$ cat src/rtl/pio_pkg.sv
package pio_pkg;
  localparam int NUM_MODES = 5;
  localparam int MODE_W = 3;
  localparam int CNT_W = 12;
  localparam int IORDY_SAMPLE_NS = 35;
  localparam int IORDY_LIMIT_NS = 1250;
  localparam int RD_RELEASE_NS = 30;

  typedef enum logic [1:0] {ST_IDLE, ST_SETUP, ST_ACTIVE, ST_RECOV} pio_state_e;

  typedef enum int {K_CYCLE, K_SETUP, K_ACTIVE, K_RECOV, K_WSETUP, K_WHOLD, K_AHOLD} pio_kind_e;

  typedef struct packed {
    logic [CNT_W-1:0] setup;
    logic [CNT_W-1:0] active;
    logic [CNT_W-1:0] recov;
    logic [CNT_W-1:0] cycle;
    logic [CNT_W-1:0] sample;
    logic [CNT_W-1:0] limit;
  } pio_timing_t;

  function automatic int ceil_div(int ns, int per);
    return (ns + per - 1) / per;
  endfunction

  function automatic int max2(int a, int b);
    return (a > b) ? a : b;
  endfunction

  function automatic int mode_ns(pio_kind_e k, int m);
    int t[NUM_MODES];
    case (k)
      K_CYCLE:  t = '{600, 383, 240, 180, 120};
      K_SETUP:  t = '{70, 50, 30, 30, 25};
      K_ACTIVE: t = '{165, 125, 100, 80, 70};
      K_RECOV:  t = '{0, 0, 0, 70, 25};
      K_WSETUP: t = '{60, 45, 30, 30, 20};
      K_WHOLD:  t = '{30, 20, 15, 10, 10};
      default:  t = '{20, 15, 10, 10, 10};
    endcase
    return t[m];
  endfunction

  function automatic int active_clk(int m, int per);
    return max2(ceil_div(mode_ns(K_ACTIVE, m), per), ceil_div(mode_ns(K_WSETUP, m), per));
  endfunction

  function automatic int min_active_clk(int per);
    int r;
    r = active_clk(0, per);
    for (int m = 1; m < NUM_MODES; m++) r = (active_clk(m, per) < r) ? active_clk(m, per) : r;
    return r;
  endfunction
endpackage

$ cat src/rtl/pio_mode_timing.sv
module pio_mode_timing
  import pio_pkg::*;
#(
  parameter int CLK_NS = 8
) (
  input  logic [MODE_W-1:0] mode_i,
  input  logic              write_i,
  output pio_timing_t       tim_o
);
  localparam logic [MODE_W-1:0] LAST_MODE = MODE_W'(NUM_MODES - 1);
  localparam int SAMPLE_CLK = ceil_div(IORDY_SAMPLE_NS, CLK_NS);
  localparam int LIMIT_CLK = SAMPLE_CLK + ceil_div(IORDY_LIMIT_NS, CLK_NS);

  logic [CNT_W-1:0] setup_tab [NUM_MODES];
  logic [CNT_W-1:0] active_tab[NUM_MODES];
  logic [CNT_W-1:0] rec_wr_tab[NUM_MODES];
  logic [CNT_W-1:0] rec_rd_tab[NUM_MODES];
  logic [CNT_W-1:0] cycle_tab [NUM_MODES];

  for (genvar m = 0; m < NUM_MODES; m++) begin : g_mode
    localparam int REC = ceil_div(mode_ns(K_RECOV, m), CLK_NS);
    localparam int AHOLD = ceil_div(mode_ns(K_AHOLD, m), CLK_NS);
    localparam int WHOLD = ceil_div(mode_ns(K_WHOLD, m), CLK_NS);
    localparam int RREL = ceil_div(RD_RELEASE_NS, CLK_NS);
    assign setup_tab[m]  = CNT_W'(ceil_div(mode_ns(K_SETUP, m), CLK_NS));
    assign active_tab[m] = CNT_W'(active_clk(m, CLK_NS));
    assign rec_wr_tab[m] = CNT_W'(max2(REC, max2(WHOLD, AHOLD)));
    assign rec_rd_tab[m] = CNT_W'(max2(REC, max2(RREL, AHOLD)));
    assign cycle_tab[m]  = CNT_W'(ceil_div(mode_ns(K_CYCLE, m), CLK_NS));
  end

  logic [MODE_W-1:0] idx;
  assign idx = (mode_i > LAST_MODE) ? '0 : mode_i;  // out-of-range codes fall back to slowest

  always_comb begin
    tim_o.setup  = setup_tab[idx];
    tim_o.active = active_tab[idx];
    tim_o.recov  = write_i ? rec_wr_tab[idx] : rec_rd_tab[idx];
    tim_o.cycle  = cycle_tab[idx];
    tim_o.sample = CNT_W'(SAMPLE_CLK);
    tim_o.limit  = CNT_W'(LIMIT_CLK);
  end
endmodule

$ cat src/rtl/pio_seq.sv
module pio_seq
  import pio_pkg::*;
#(
  parameter int ADDR_W = 4,
  parameter int DATA_W = 16
) (
  input  logic              clk_i,
  input  logic              rst_ni,
  input  logic              req_valid_i,
  input  logic              req_write_i,
  input  logic [ADDR_W-1:0] req_addr_i,
  input  logic [DATA_W-1:0] req_wdata_i,
  input  logic [MODE_W-1:0] req_mode_i,
  input  pio_timing_t       tim_i,
  input  logic              iordy_i,
  input  logic [DATA_W-1:0] din_i,
  output pio_state_e        state_o,
  output logic [MODE_W-1:0] mode_o,
  output logic              write_o,
  output logic [ADDR_W-1:0] addr_o,
  output logic [DATA_W-1:0] wdata_o,
  output logic [DATA_W-1:0] rdata_o,
  output logic              done_o,
  output logic              timeout_o
);
  pio_state_e        state_q;
  logic [CNT_W-1:0]  cnt_q, tot_q;
  logic [MODE_W-1:0] mode_q;
  logic              write_q, done_q, to_q;
  logic [ADDR_W-1:0] addr_q;
  logic [DATA_W-1:0] wdata_q, rdata_q;
  logic              ready_hit, expired, rec_met;

  assign ready_hit = iordy_i && (cnt_q >= tim_i.active) && (cnt_q >= tim_i.sample);
  assign expired   = !iordy_i && (cnt_q >= tim_i.limit);
  assign rec_met   = (cnt_q >= tim_i.recov) && (tot_q >= tim_i.cycle);

  always_ff @(posedge clk_i or negedge rst_ni) begin
    if (!rst_ni) begin
      state_q <= ST_IDLE;
      cnt_q   <= '0;
      tot_q   <= '0;
      mode_q  <= '0;
      write_q <= 1'b0;
      addr_q  <= '0;
      wdata_q <= '0;
      rdata_q <= '0;
      done_q  <= 1'b0;
      to_q    <= 1'b0;
    end else begin
      done_q <= 1'b0;
      case (state_q)
        ST_IDLE: if (req_valid_i) begin
          state_q <= ST_SETUP;
          cnt_q   <= CNT_W'(1);
          mode_q  <= req_mode_i;
          write_q <= req_write_i;
          addr_q  <= req_addr_i;
          wdata_q <= req_wdata_i;
          to_q    <= 1'b0;
        end
        ST_SETUP: begin
          if (cnt_q >= tim_i.setup) begin
            state_q <= ST_ACTIVE;
            cnt_q   <= CNT_W'(1);
            tot_q   <= CNT_W'(1);
          end else begin
            cnt_q <= cnt_q + 1'b1;
          end
        end
        ST_ACTIVE: begin
          tot_q <= tot_q + 1'b1;
          if (ready_hit || expired) begin
            state_q <= ST_RECOV;
            cnt_q   <= CNT_W'(1);
            to_q    <= expired;
            if (!write_q) rdata_q <= din_i;
          end else begin
            cnt_q <= cnt_q + 1'b1;
          end
        end
        default: begin
          if (rec_met) begin
            state_q <= ST_IDLE;
            done_q  <= 1'b1;
          end else begin
            cnt_q <= cnt_q + 1'b1;
            tot_q <= tot_q + 1'b1;
          end
        end
      endcase
    end
  end

  assign state_o   = state_q;
  assign mode_o    = mode_q;
  assign write_o   = write_q;
  assign addr_o    = addr_q;
  assign wdata_o   = wdata_q;
  assign rdata_o   = rdata_q;
  assign done_o    = done_q;
  assign timeout_o = done_q & to_q;
endmodule

$ cat src/rtl/pio_cycle_timer.sv
module pio_cycle_timer
  import pio_pkg::*;
#(
  parameter int CLK_NS = 8,
  parameter int ADDR_W = 4,
  parameter int DATA_W = 16
) (
  input  logic              clk_i,
  input  logic              rst_ni,
  input  logic              req_valid_i,
  input  logic              req_write_i,
  input  logic [ADDR_W-1:0] req_addr_i,
  input  logic [DATA_W-1:0] req_wdata_i,
  input  logic [2:0]        req_mode_i,
  output logic [ADDR_W-1:0] ata_addr_o,
  output logic              ata_rd_no,
  output logic              ata_wr_no,
  output logic              ata_oe_o,
  output logic [DATA_W-1:0] ata_dout_o,
  input  logic [DATA_W-1:0] ata_din_i,
  input  logic              ata_iordy_i,
  output logic [DATA_W-1:0] rd_data_o,
  output logic              done_o,
  output logic              timeout_o
);
  pio_timing_t       tim;
  pio_state_e        state;
  logic [MODE_W-1:0] mode_q;
  logic              write_q;

  pio_mode_timing #(.CLK_NS(CLK_NS)) u_timing (
    .mode_i (mode_q),
    .write_i(write_q),
    .tim_o  (tim)
  );

  pio_seq #(.ADDR_W(ADDR_W), .DATA_W(DATA_W)) u_seq (
    .clk_i      (clk_i),
    .rst_ni     (rst_ni),
    .req_valid_i(req_valid_i),
    .req_write_i(req_write_i),
    .req_addr_i (req_addr_i),
    .req_wdata_i(req_wdata_i),
    .req_mode_i (req_mode_i),
    .tim_i      (tim),
    .iordy_i    (ata_iordy_i),
    .din_i      (ata_din_i),
    .state_o    (state),
    .mode_o     (mode_q),
    .write_o    (write_q),
    .addr_o     (ata_addr_o),
    .wdata_o    (ata_dout_o),
    .rdata_o    (rd_data_o),
    .done_o     (done_o),
    .timeout_o  (timeout_o)
  );

  assign ata_rd_no = !((state == ST_ACTIVE) && !write_q);
  assign ata_wr_no = !((state == ST_ACTIVE) && write_q);
  assign ata_oe_o  = write_q && (state != ST_IDLE);
endmodule

$ cat config.mk
export PLATFORM = sky130hd
export DESIGN_NAME = pio_cycle_timer
export DESIGN_NICKNAME = d
export VERILOG_FILES = /design/src/rtl/pio_pkg.sv /design/src/rtl/pio_mode_timing.sv /design/src/rtl/pio_seq.sv /design/src/rtl/pio_cycle_timer.sv
export SDC_FILE = /design/constraint.sdc
export NUM_CORES = 1
export LEC_CHECK = 0
export ABC_AREA = 1
export CAP_MARGIN = 20
export CORE_MARGIN = 2
export CORE_UTILIZATION = 40
export DETAILED_ROUTE_END_ITERATION = 7
export PLACE_DENSITY = 0.67
export SLEW_MARGIN = 20
export SYNTH_ARGS = -nofsm -noshare
export SYNTH_HDL_FRONTEND = slang
export SYNTH_HIERARCHICAL = 1
export SYNTH_SLANG_ARGS = --single-unit
$ cat constraint.sdc
create_clock -name clk_i -period 3.2 [get_ports clk_i]
set_input_delay 0.48 -clock clk_i [delete_from_list [all_inputs] [get_ports clk_i]]
set_output_delay 0.48 -clock clk_i [all_outputs]
set_load 0.02 [all_outputs]
======== After elaboration in Yosys (flattened, before gate mapping) ========
Memories as Yosys holds them, arrays and structs flattened.
Cells that the tools add are included.
operators by class
  add/subtract/negate cells ............... 2
  order comparisons ....................... 8
  equality and inequality tests ........... 7
  mux-type cells .......................... 30
  bitwise operators ....................... 4
  reduce and logical (&&, ||, !) cells .... 23
operators with widths
  operator                 count
  $mux W12                 17
  $pmux W12 S3             2
  $ge A12 B12 Y1           4
  $add A12 B1 Y12 const B  2
  $ge A12 B3 Y1 const B    1
  $ge A12 B8 Y1 const B    1
  $reduce_and A3 Y1        3
  $mux W2                  4
  $logic_and A1 B1 Y1      7
  $pmux W2 S3              1
  $ge A4 B4 Y1 const B     1
  $logic_not A1 Y1         4
  $mux W1                  4
  $ne A2 B1 Y1 const B     2
  $ne A4 B4 Y1 const B     1
  $not A3 Y4               1
  $reduce_and A2 Y1        2
  $reduce_and A4 Y1        1
  $reduce_bool A2 Y1       2
  $reduce_bool A4 Y1       1
  $gt A3 B3 Y1 const B     1
  $mux W3                  1
  $ne A3 B3 Y1 const B     1
  $reduce_or A3 Y1         1
  other kinds (8)          9
word-level totals
  flip-flop bits (word level) ............. 68
  ROM bits ................................ 480
  output and inout bits ................... 41
  memories ................................ 5
memories
  memory           depth  bits a word  read ports  clocked after memory_dff  write ports  RTL line               text
  (no name shown)  8      12           1           0                         0            pio_mode_timing.sv:36  tim_o.setup = setup_tab[idx];
  (no name shown)  8      12           1           0                         0            pio_mode_timing.sv:37  tim_o.active = active_tab[idx];
  (no name shown)  8      12           1           0                         0            pio_mode_timing.sv:38  tim_o.recov = write_i ? rec_wr_tab[idx] : rec_rd_tab[idx];
  (no name shown)  8      12           1           0                         0            pio_mode_timing.sv:38
  (no name shown)  8      12           1           0                         0            pio_mode_timing.sv:39  tim_o.cycle = cycle_tab[idx];

======== Depth between registers and ports, before layout ========
  word-level depth ........................ 12
  mapped depth ............................ 21

======== Hierarchy ========
The synthesis kept the hierarchy.
modules (own cells, without submodules)
  module           times used  cells each  area each (µm²)  seq. area each (µm²)
  pio_seq          1           695         5,307.6          1,701.6
  pio_mode_timing  1           90          585.6            0.0
  pio_cycle_timer  1           6           25.0             0.0

======== Worst setup path after synthesis ========
No wires, ideal clock.
  path kind ............................... reg-to-reg
  start point ............................. register u_seq.mode_q[2] (netlist: u_seq/mode_o[2])
  end point ............................... register u_seq.cnt_q[10]
  data arrival time ....................... 2.266 ns
  data required time ...................... 3.077 ns
  slack ................................... 0.811 ns
  cell stages (with the launch flop) ...... 18
  cell sequence ........................... dfrtp_1 -> inv_2 -> nand2_1 -> ha_1 -> nand2_1 -> nor2_1 -> inv_1 -> ha_1 -> nand2_1 -> nand2_1 -> nand2_1 -> nand2_1 -> nand2_1 -> nand4_1 -> nand4_2 -> nand2_1 -> nor2_4 -> nor2_1
RTL lines
  element                 RTL line       text
  start, declared         pio_seq.sv:28  logic [MODE_W-1:0] mode_q;
  start signal, assigned  pio_seq.sv:56  mode_q <= req_mode_i;
  end signal, assigned    pio_seq.sv:68  cnt_q <= cnt_q + 1'b1;
  end signal, assigned    pio_seq.sv:79  cnt_q <= cnt_q + 1'b1;
  end signal, assigned    pio_seq.sv:87  cnt_q <= cnt_q + 1'b1;
  end, declared           pio_seq.sv:27  logic [CNT_W-1:0] cnt_q, tot_q;

==> flow_summary_export.csv <==
group,metric,value,unit
final_layout,area_delta_synth_final,18.84,%
grt,grt_pass1_wl,19800,um
logic_synthesis,synthDistinctLibCells,37,
sta,rsz0062_at_grt,"no",
critical_path,crit_top_cell,"nand2_1",
critical_path,critPathSlowestCell,"dfrtp_1",
sta,worst_slew_pin_slew,0.8756,ns
power,p_per_area,663.7,mW/mm^2
min_path,hold_class,"input port to async pin",
cts,cts_tree,"yes",
final_layout,drive_gt1_frac,0.08666,
placement,dp_hpwl,8771,um
sta,finalCriticalPeriod,2.658,ns
critical_path,crit_end,"u_seq/cnt_q[2]$_DFFE_PN0P_",
critical_path,r2r_slack,0.54,ns
grt,grt_pass1_vias,4534,
detailed_routing,via_per_inst,4.484,
cts,cts_resized,0,
critical_path,start_kind,"register",
critical_path,ff2ff_path_depth,17,
sta,fmax,0.3763,GHz
critical_path,cp_slowest_stage_delay,0.40,ns
critical_path,startpoint,"u_seq/mode_o[2]$_DFFE_PN0P_",
logic_synthesis,yosys_warnings,6,
floorplan,boundaryPins,85,
floorplan,fp.dieArea,0.01578,sq mm
logic_synthesis,synth_seq_cells,68,
cts,worstSkewPairLatency,0.33,ns
sta,timing.setup.tns,0,ns
final_layout,fillers,1383,
grt,grt_use_total,0.1506,
detailed_routing,wl_per_cell,10.70,um
sta,period_share,0.8305,
status,outcome,"finished clean",
detailed_routing,ant_nets,0,
sta,finalSetupViolCount,0,
critical_path,reg2reg_to,"u_seq/cnt_q[2]$_DFFE_PN0P_",
floorplan,chipHeight,125.6,um
cts,cts_setup_buffers,0,
detailed_routing,drc_errors,0,
logic_synthesis,yosysSeqAreaShare,0.2875,
detailed_routing,drt_pass1_iterations,4,
floorplan,core-area,0.01448,sq mm
final_layout,final_common_cell,"nand2_1",
detailed_routing,num_vias,4758,
final_layout,layout.nets,996,
sta,clock_skew,0.005093,ns
final_layout,fin_area,0.007033,sq mm
final_layout,register_area,0.001702,sq mm
cts,cts_hold_buf,0,
critical_path,required,3.42,ns
logic_synthesis,syn_avg_cell_area,7.482,sq um
logic_synthesis,syn-cell-area,0.005918,sq mm
detailed_routing,wirelength,11360,um
final_layout,multi_input_area,0.003366,sq mm
cts,cts_num_sinks,68,
critical_path,reg2reg_from,"u_seq/mode_o[2]$_DFFE_PN0P_",
critical_path,path_cells,"inv_2 > nand2_1 > ha_1 > nand2_1 > nor2_1 > inv_1 > ha_1 > nand2_1 > nand2_1 > nand2_1 > nand2_1 > nand2_1 > nand4_1 > nand4_2 > nand2_1 > nor2_4 > nor2_1",
floorplan,fp.dieW,125.6,um
final_layout,diodes,0,
sta,relSlewSlack,0.4162,
final_layout,utilization,0.4857,
placement,dpl_cell_area,0.006700,sq mm
critical_path,cp_max_fo,8,
critical_path,cp-end-kind,"register",
power,p_leak,3.640,nW
grt,antenna_found_initial,0,
sta,finalMaxSlewViolations,0,
logic_synthesis,synth_cells,791,
detailed_routing,drt_iter0_drc,149,
floorplan,initial_core_util,0.4087,
cts,clk_path_buf_depth,2,
critical_path,arrival,2.87,ns
cts,clkTransAtPathRegs,0.06,ns
placement,gp_congestion,0.8185,
grt,overflow,0,
flow_run,drv_cap,0,
critical_path,path_class,"register to register",
cts,cts_max_level,3,
placement,portBuffers,84,
cts,cts_root_buffer,"clkbuf_16",
cts,cts_buffers,9,
grt,grt_max_degree,69,
final_layout,final_cell_mix,"nand2_1, inv_1, clkdlybuf4s50_1, ha_1, dfrtp_1",
sta,hold_viol,0,
power,peakVddDrop,0.0005872,V
floorplan,num_rows,44,
-- worst min path at each step --
| stage | to | slack, ns | cells after the start |
|---|---|---|---|
| after floorplan | u_seq/addr_o[0]$_DFFE_PN0P_ | 0.18 | 0 |
| after global placement | u_seq/rdata_o[6]$_DFFE_PN0P_ | 0.45 | 2 |
| after detailed placement | u_seq/rdata_o[0]$_DFFE_PN0P_ | 0.46 | 2 |
| after CTS | u_seq/tot_q[7]$_DFFE_PN0P_ | 0.37 | 2 |
| after global routing | u_seq/tot_q[9]$_DFFE_PN0P_ | 0.41 | 2 |
| final | u_seq/tot_q[9]$_DFFE_PN0P_ | 0.33 | 2 |
-- layout make-up --
class | instances | area share
multi-input combinational | 563 | 0.4786
sequential | 68 | 0.2419
timing repair buffer | 89 | 0.1242
inverter | 141 | 0.07525
clock buffer | 10 | 0.03398
tap | 184 | 0.03273
clock inverter | 6 | 0.01334
-- registers in the layout, indices dropped and copies added, names as in the netlist --
register and flops:
u_seq/state_o 2, u_seq/tot_q 12, u_seq/mode_o 3, u_seq/write_o 1, u_seq/wdata_o 16, u_seq/cnt_q 12
u_seq/done_o 1, u_seq/addr_o 4, u_seq/to_q 1, u_seq/rdata_o 16
-- kinds of logic (layout without fill, tap and decap cells) --
group | count (synthesis) | in the layout | synth area share
flip-flops | 68 | 68 | 0.2875
other | 2 | 52 | 0.001269
AO/OA/AOI/OAI | 57 | 57 | 0.05053
AND/OR/NAND/NOR | 342 | 342 | 0.2586
buffers and inverters | 210 | 246 | 0.1755
adder cells (fa/ha/maj) | 80 | 80 | 0.1691
multiplexers | 24 | 24 | 0.04567
XOR/XNOR | 8 | 8 | 0.01184
-- where the power goes --
group	internal (mW)	leakage (nW)	switching, mW
registers	1.09	0.885	0.205
logic	0.975	2.60	1.31
clock network	0.709	0.160	0.380
total	2.77	3.64	1.90
-- stage by stage --
step / std cells / power (mW) / hold WS, ns / setup slack [ns]
floorplan: 841 / 2.989 / 0.1844 / 0.8110
global placement: 1045 / 3.581 / 0.4527 / 0.6081
detailed placement: 1045 / 3.609 / 0.4575 / 0.5319
CTS: 1061 / 4.737 / 0.3660 / 0.5099
global route: 1061 / 5.100 / 0.4097 / 0.2250
finish: 1061 / 4.668 / 0.3294 / 0.5425
-- synth_stat cells --
| master | n | area [sq um] |
|---|---|---|
| nand3_2 | 4 | 40.04 |
| buf_4 | 57 | 427.9 |
| nor2_4 | 1 | 11.26 |
| nand2_1 | 193 | 724.4 |
| clkbuf_1 | 4 | 15.01 |
| a21o_1 | 1 | 7.510 |
| buf_2 | 2 | 10.01 |
| inv_2 | 3 | 11.26 |
| nand4_2 | 4 | 50.05 |
| nand2_2 | 4 | 25.02 |
| nor4_1 | 1 | 6.260 |
| nor3_1 | 4 | 20.02 |
| nand2_4 | 2 | 22.52 |
| o21bai_1 | 1 | 7.510 |
| o31ai_1 | 1 | 7.510 |
| buf_8 | 1 | 15.01 |
| o21ai_1 | 15 | 75.07 |
| mux2_2 | 24 | 270.3 |
| or2_2 | 7 | 43.79 |
| buf_6 | 3 | 33.78 |
| nand3b_1 | 2 | 15.01 |
| conb_1 | 2 | 7.510 |
| ha_1 | 80 | 1001 |
| and2_1 | 2 | 12.51 |
| nor2_1 | 52 | 195.2 |
| inv_1 | 138 | 518.0 |
| o21ai_0 | 7 | 35.03 |
| nand3_1 | 45 | 225.2 |
| nor2_2 | 2 | 12.51 |
| nor3_2 | 2 | 20.02 |
| dfrtp_1 | 68 | 1702 |
| o21a_1 | 1 | 7.510 |
| a21oi_1 | 30 | 150.1 |
| nand4_1 | 17 | 106.4 |
| xor2_1 | 8 | 70.07 |
| buf_1 | 2 | 7.510 |
| o21ai_2 | 1 | 8.760 |
-- routing by layer --
metal  global-route usage  up-vias  routed length (um)
li1                     -     2561                   -
met1               0.1813     2082                5235
met2               0.2521       96                5116
met3              0.04673       19                 779
met5                    0        -                   0
met4              0.05882        0                 225
-- worst max-delay path, delay by kind of cell, from the launching register on --
kind	cells	cell delay, ns
AND/OR/NAND/NOR	13	1.39
buffers and inverters	2	0.14
adder cells (fa/ha/maj)	2	0.62
flip-flops	1	0.40
No activity file was read; power rests on OpenSTA's default activity.
